--- src/rtl/bac_pkg.sv ---
package bac_pkg;
  typedef enum logic [2:0] {
    ST_IDLE      = 3'd0,
    ST_WAIT_SYNC = 3'd1,
    ST_WAIT_GAP  = 3'd2,
    ST_TRANSMIT  = 3'd3,
    ST_HOLDOFF   = 3'd4
  } bac_state_e;
endpackage

--- src/rtl/bac_quiet_timer.sv ---
// Counts consecutive quiet clocks while enabled; any activity restarts it.
module bac_quiet_timer #(
  parameter int TW = 8
) (
  input  logic          clk,
  input  logic          rst_n,
  input  logic          run,
  input  logic          busy,
  input  logic [TW-1:0] limit,
  output logic          done
);
  logic [TW-1:0] cnt;

  always_ff @(posedge clk or negedge rst_n) begin
    if (!rst_n)             cnt <= '0;
    else if (!run || busy)  cnt <= '0;
    else if (cnt < limit)   cnt <= cnt + 1'b1;
  end

  assign done = (cnt >= limit);
endmodule

--- src/rtl/bac_interval_timer.sv ---
// Loaded when the terminal's own transmission starts; expires at zero.
module bac_interval_timer #(
  parameter int TW = 8
) (
  input  logic          clk,
  input  logic          rst_n,
  input  logic          start,
  input  logic [TW-1:0] load,
  output logic          expired
);
  logic [TW-1:0] cnt;

  always_ff @(posedge clk or negedge rst_n) begin
    if (!rst_n)          cnt <= '0;
    else if (start)      cnt <= load;
    else if (cnt != '0)  cnt <= cnt - 1'b1;
  end

  assign expired = (cnt == '0);
endmodule

--- src/rtl/bcast_access_ctrl.sv ---
module bcast_access_ctrl
  import bac_pkg::*;
#(
  parameter int TW = 8
) (
  input  logic          clk,
  input  logic          rst_n,
  input  logic          bus_busy,
  input  logic          tx_req,
  input  logic          msg_ready,
  input  logic          tx_done,
  input  logic [TW-1:0] cfg_ti,
  input  logic [TW-1:0] cfg_sg,
  input  logic [TW-1:0] cfg_tg,
  output logic          tx_en
);
  localparam int NQ      = 2;
  localparam int QI_SYNC = 0;
  localparam int QI_GAP  = 1;

  bac_state_e    st, st_n;
  logic          pend;
  logic          start;
  logic          ivl_expired;
  logic [NQ-1:0] q_run;
  logic [NQ-1:0] q_done;
  logic [TW-1:0] q_lim [NQ];

  assign q_run[QI_SYNC] = (st == ST_WAIT_SYNC);
  assign q_run[QI_GAP]  = (st == ST_WAIT_GAP);
  assign q_lim[QI_SYNC] = cfg_sg;
  assign q_lim[QI_GAP]  = cfg_tg;

  for (genvar g = 0; g < NQ; g++) begin : g_quiet
    bac_quiet_timer #(.TW(TW)) u_quiet (
      .clk   (clk),
      .rst_n (rst_n),
      .run   (q_run[g]),
      .busy  (bus_busy),
      .limit (q_lim[g]),
      .done  (q_done[g])
    );
  end

  bac_interval_timer #(.TW(TW)) u_ivl (
    .clk     (clk),
    .rst_n   (rst_n),
    .start   (start),
    .load    (cfg_ti),
    .expired (ivl_expired)
  );

  always_comb begin
    st_n  = st;
    start = 1'b0;
    unique case (st)
      ST_IDLE:      if (pend && !bus_busy) st_n = ST_WAIT_GAP;
      ST_WAIT_GAP: begin
        if (bus_busy) begin
          st_n = ST_IDLE;
        end else if (q_done[QI_GAP] && msg_ready) begin
          st_n  = ST_TRANSMIT;
          start = 1'b1;
        end
      end
      ST_TRANSMIT:  if (tx_done) st_n = ST_HOLDOFF;
      ST_HOLDOFF:   if (ivl_expired) st_n = ST_WAIT_SYNC;
      ST_WAIT_SYNC: if (q_done[QI_SYNC]) st_n = ST_IDLE;
      default:      st_n = ST_IDLE;
    endcase
  end

  always_ff @(posedge clk or negedge rst_n) begin
    if (!rst_n) begin
      st   <= ST_IDLE;
      pend <= 1'b0;
    end else begin
      st   <= st_n;
      pend <= (pend & ~start) | tx_req;
    end
  end

  assign tx_en = (st == ST_TRANSMIT);
endmodule

--- config.mk ---
export PLATFORM = sky130hd
export DESIGN_NAME = bcast_access_ctrl
export DESIGN_NICKNAME = d
export VERILOG_FILES = /design/src/rtl/bac_pkg.sv /design/src/rtl/bac_quiet_timer.sv /design/src/rtl/bac_interval_timer.sv /design/src/rtl/bcast_access_ctrl.sv
export SDC_FILE = /design/constraint.sdc
export NUM_CORES = 1
export LEC_CHECK = 0
export BUFFER_PORTS_ARGS = -buffer_cell sky130_fd_sc_hd__buf_2
export CAP_MARGIN = 20
export CORE_ASPECT_RATIO = 1.75
export CORE_MARGIN = 2
export CORE_UTILIZATION = 55
export DETAILED_ROUTE_END_ITERATION = 12
export GPL_TIMING_DRIVEN = 0
export HOLD_SLACK_MARGIN = 0.03
export PLACE_DENSITY = 0.77
export SYNTH_ARGS = -nofsm -noshare
export SYNTH_HDL_FRONTEND = slang
export SYNTH_SLANG_ARGS = --single-unit
--- constraint.sdc ---
create_clock -name clk -period 2.5 [get_ports clk]
set_input_delay 0.25 -clock clk [delete_from_list [all_inputs] [get_ports clk]]
set_output_delay 0.25 -clock clk [all_outputs]
set_load 0.03 [all_outputs]
# Yosys cells after proc, flatten, opt, wreduce, memory -nomap -nowiden
# Cells that the tools add are included.
totals:
  output_inout_bits: 1
  elab_cells: 54
  regBits: 28
op_classes:
  addsub: 3
  bitwise: 3
  magnitude_cmp: 4
  n_mux: 16
  reduce_logical: 14
  n_eq_ne: 9
op_table:
  columns: ["operator", "n"]
  rows:
  - ["$mux W8", 6]
  - ["$mux W3", 6]
  - ["$add A8 B1 Y8 const B", 2]
  - ["$ge A8 B8 Y1", 2]
  - ["$lt A8 B8 Y1", 2]
  - ["$pmux W3 S5", 1]
  - ["$logic_not A8 Y1", 1]
  - ["$ne A2 B2 Y1 const B", 4]
  - ["$reduce_bool A8 Y1", 1]
  - ["$sub A8 B1 Y8 const B", 1]
  - ["$eq A3 B2 Y1 const B", 2]
  - ["$reduce_bool A2 Y1", 3]
  - ["$reduce_and A5 Y1", 1]
  - ["$eq A3 B1 Y1 const B", 1]
  - ["$eq A3 B3 Y1 const B", 1]
  - ["$logic_not A1 Y1", 3]
  - ["$logic_not A3 Y1", 1]
  - ["$mux W1", 3]
  - ["$ne A3 B3 Y1 const B", 1]
  - ["$logic_and A1 B1 Y1", 2]
  - ["$logic_or A1 B1 Y1", 2]
  - ["$and A1 B1 Y1", 1]
  - ["$not A1 Y1", 1]
  - ["$or A1 B1 Y1", 1]

# Depth between registers and ports, before layout
logic_depth:
  word_depth: 8
  ltp_mapped: 8

# Hierarchy
# A second synthesis with hierarchy kept.
unflattened:
  cells_unflattened: 232
  area_unflattened_um2: 2070.7
by_module_without_submodules:
  columns: ["module", "area_per_inst_um2", "cells_per_inst", "seq_area_each_um2", "n_inst"]
  rows:
  - ["bac_quiet_timer", 645.6, 74, 200.2, 2]
  - ["bac_interval_timer", 476.7, 54, 200.2, 1]
  - ["bcast_access_ctrl", 302.8, 30, 100.1, 1]

# Worst setup path before layout
# OpenSTA, ideal clock, no wires.
synth_path:
  path_kind: "register to register"
  startpoint: "register g_quiet[1].u_quiet.cnt[1]"
  endpoint: "register g_quiet[1].u_quiet.cnt[4]"
  required_ns: 2.422
  arrival_ns: 1.787
  path_stages_with_launch: 8
  setup_time_ns: 0.078
  path_slack_ns: 0.636
  synth_period_minus_slack_ns: 1.864
  cell_sequence: "dfrtp_1 > ha_1 > nor2b_4 > o211ai_2 > a21oi_2 > buf_6 > or4_1 > a21oi_1"
synth_between:
  elab_chain_cells: 3
synth_lines:
  columns: ["element", "line", "text"]
  rows:
  - ["start: declaration", "bac_quiet_timer.sv:12", "logic [TW-1:0] cnt;"]
  - ["start signal: assignment", "bac_quiet_timer.sv:17", "else if (cnt < limit) cnt <= cnt + 1'b1;"]
  - ["$add A8 B1 Y8", "bac_quiet_timer.sv:17", null]
  - ["$mux W8", "bac_quiet_timer.sv:17", null]
  - ["$mux W8", "bac_quiet_timer.sv:16", "else if (!run || busy) cnt <= '0;"]
# Several ways; a longest one is shown, not always the timed one. The select of a mux whose other input is x is not followed.
# A chain may end at the register's enable or synchronous reset.

# Final worst setup path
layout_path:
  startpoint: "register g_quiet[1].u_quiet.cnt[1]"
  endpoint: "register u_ivl.cnt[1]"
layout_between:
  elab_chain_cells: 6
layout_lines:
  columns: ["element", "line", "text"]
  rows:
  - ["$ge A8 B8 Y1 (*)", "bac_quiet_timer.sv:20", "assign done = (cnt >= limit);"]
  - ["$logic_and A1 B1 Y1 (*)", "bcast_access_ctrl.sv:61", "end else if (q_done[QI_GAP] && msg_ready) begin"]
  - ["$mux W1 (*)", "bcast_access_ctrl.sv:61", null]
  - ["$mux W1 (*)", "bcast_access_ctrl.sv:59", "if (bus_busy) begin"]
  - ["$mux W1 (*)", "bcast_access_ctrl.sv:56", "unique case (st)"]
  - ["$mux W8 / $reduce_bool A2 Y1 (equally long branches)", null, null]
  - ["end signal: assignment", "bac_interval_timer.sv:15", "else if (start) cnt <= load;"]
  - ["end signal: assignment", "bac_interval_timer.sv:16", "else if (cnt != '0) cnt <= cnt - 1'b1;"]
  - ["end: declaration", "bac_interval_timer.sv:11", "logic [TW-1:0] cnt;"]
# Every way passes the cells marked *; elsewhere a longest branch is shown, timed or not.

==> results.yml <==
timing:
  hold_viol_final: 0
  setup_viol: 0
  fmax_ghz: 0.483
  layout_min_cycle_time_ps: 2070
  layout_setup_ws_ps: 428
  skew_ps: 2.25
  timing.setup.tns_ps: 0
  rsz0062_at_grt: "false"
  drv_slew: 0
  post-route-period-util: 0.829
  hold_ws_ps: 163
  worst_pin_slew_ps: 629
  slew_headroom: 0.581
logic_synthesis:
  synth_warnings: 0
  synthAdderAreaFrac: 0.122
  syn_nets: 279
  synth_compound_area_frac: 0.180
  synth_edf_count: 0
  ys_types: 45
  synthFlopType: "dfrtp_1"
  synth_top_family_by_area: "simple AND/OR/NAND/NOR gates"
  mappedNetlistArea_um2: 2050
  synthMuxAreaShare: 0.0739
  synth_seq_area_share: 0.342
  synthArstFlopShare: 1.00
  synth-seq-cells: 28
  synthSimpleGateAreaFrac: 0.211
  avgSynthCellArea_um2: 8.94
  synth_cells: 229
  synth-xor-area-share: 0.0128
place:
  io_buffers: 30
  routabilityCongestion: 0.815
  placed_cell_area_um2: 2260
  hpwl_mm: 3.35
  dp_slack_ps: 451
die:
  die_h_um: 84.7
  rows: 29
  start_util: 0.570
  ios: 31
  design.die.area_um2: 4250
  die_w_um: 50.1
  coreArea_um2: 3590
global_route:
  grt_usage: 0.226
  overflow: 0
  first_global_vias: 1840
  antenna_found_initial: 0
  grt_max_degree: 29
  grt_pass1_wl_mm: 7.65
clock_network:
  post_cts_buffers: 0
  cts_tree: "done"
  numCtsBuffers: 3
  cts-root-buf: "clkbuf_8"
  ctsHoldBuffers: 1
  cts_resized: 0
  cts.sinks: 28
  clockBufferDepth: 2
  clkTransAtPathRegs_ps: 100
  htreeDepth: 1
  clk_latency_ps: 270
power_and_ir_drop:
  p_per_area_nw_per_um2: 612
  leakage_nw: 1.09
  peakVddDrop_uv: 533
critical_path:
  critPathKind: "flip-flop to flip-flop"
  rr_worst_depth: 7
  worstReg2RegStart: "g_quiet[1].u_quiet.cnt[1]$_DFFE_PN0P_"
  startpoint_type: "flip-flop"
  critPathCaptureType: "flip-flop"
  crit_fanout: 9
  worstPathArrival_ps: 2240
  required_ps: 2660
  r2r_slack_ps: 430
  r2r-end: "u_ivl.cnt[1]$_DFFE_PN0P_"
finish:
  drive_gt1_frac: 0.205
  finish.utilization: 0.646
  num_antenna_cells: 0
  layout_commonest_cell: "buf_2"
  syn_to_final_growth_pct: 13.3
  final_area_um2: 2320
  layout_common_cells: "buf_2 (32), dfrtp_1 (28), inv_1 (22), a21oi_1 (21), ha_1 (20)"
  final_nets: 315
hold_path:
  holdPathStages: 2
  hold_start: "tx_req"
  holdPathEnd: "pend$_DFF_PN0_"
  min_path_type: "input port to flip-flop"
routing:
  vias: 1820
  vias_per_cell: 5.87
  drt-total-wl_mm: 4.17
  drtAntennaViolNets: 0
  avgRoutedWirePerCell_um: 13.5
  drt_iter0_drc: 36
  drtPass1Iterations: 4
  drc: 0
flow_run:
  drv_cap: 0
run_status:
  status: "completed"
report_power, final:
group	total, W	internal (W)	switching [W]
Sequential	0.000646	0.000543	0.000103
Clock	0.000282	0.000141	0.000141
Combinational	0.000493	0.000251	0.000243
Total	0.00142	0.000935	0.000486
final cells by class:
type	count	area [um^2]
fill	320	1270
multi-input combinational	173	1230
sequential	28	701
timing repair buffer	31	160
inverter	22	82.6
tap	46	57.6
clock buffer	4	55.1
buffer	6	36.3
layer usage:
metal | global-route usage | share of wire | vias up
met5 | 0 | 0 | -
met4 | 0.0657 | 0.015 | 0
met3 | 0.0160 | 0.028 | 4
met2 | 0.444 | 0.57 | 38
met1 | 0.245 | 0.39 | 869
li1 | - | - | 909
flip-flops by register name, summed over array words and instances (netlist names):
name / cells
g_quiet.u_quiet.cnt: 16
pend: 1
st: 3
u_ivl.cnt: 8
worst max-delay path by stage:
stage,start,endpoint,cells after the start
2_1_floorplan,g_quiet[1].u_quiet.cnt[1]$_DFFE_PN0P_,g_quiet[1].u_quiet.cnt[4]$_DFFE_PN0P_,7
3_3_place_gp,g_quiet[1].u_quiet.cnt[1]$_DFFE_PN0P_,u_ivl.cnt[3]$_DFFE_PN0P_,7
3_5_place_dp,g_quiet[1].u_quiet.cnt[1]$_DFFE_PN0P_,u_ivl.cnt[1]$_DFFE_PN0P_,7
4_1_cts,g_quiet[1].u_quiet.cnt[1]$_DFFE_PN0P_,u_ivl.cnt[1]$_DFFE_PN0P_,7
5_1_grt,g_quiet[1].u_quiet.cnt[1]$_DFFE_PN0P_,u_ivl.cnt[2]$_DFFE_PN0P_,7
6_report,g_quiet[1].u_quiet.cnt[1]$_DFFE_PN0P_,u_ivl.cnt[1]$_DFFE_PN0P_,7
critical path, stage by stage, from the launching register on:
cell	delay (ps)
dfrtp_1	440
ha_1	320
nor2b_4	150
o211ai_2	110
a31oi_1	260
o211a_1	170
buf_4	170
mux2_2	350
logic make-up after synthesis:
kind of cell,after synthesis
simple gates,80
compound gates,56
buf+inv,28
flops,28
fa+ha+maj,20
mux,14
xor+xnor,3
cell usage after synthesis, drive strengths merged, types with 5 or more instances:
cell | number | area share
dfrtp | 28 | 0.34
a21oi | 23 | 0.060
inv | 22 | 0.040
ha | 20 | 0.12
nand2 | 18 | 0.033
nor2 | 13 | 0.024
nand3 | 11 | 0.027
mux2 | 9 | 0.049
o21ai | 9 | 0.022
nor3 | 7 | 0.017
o31ai | 7 | 0.026
or4 | 7 | 0.026
mux2i | 5 | 0.024
nand2b | 5 | 0.015
metrics by stage:
step / std cells / total power (W)
final: 310 / 0.00142
after global routing: 310 / 0.00153
after CTS: 310 / 0.00143
after detailed placement: 305 / 0.00115
after global placement: 305 / 0.00112
after floorplan: 229 / 0.00102
(Power assumes the default switching activity.)
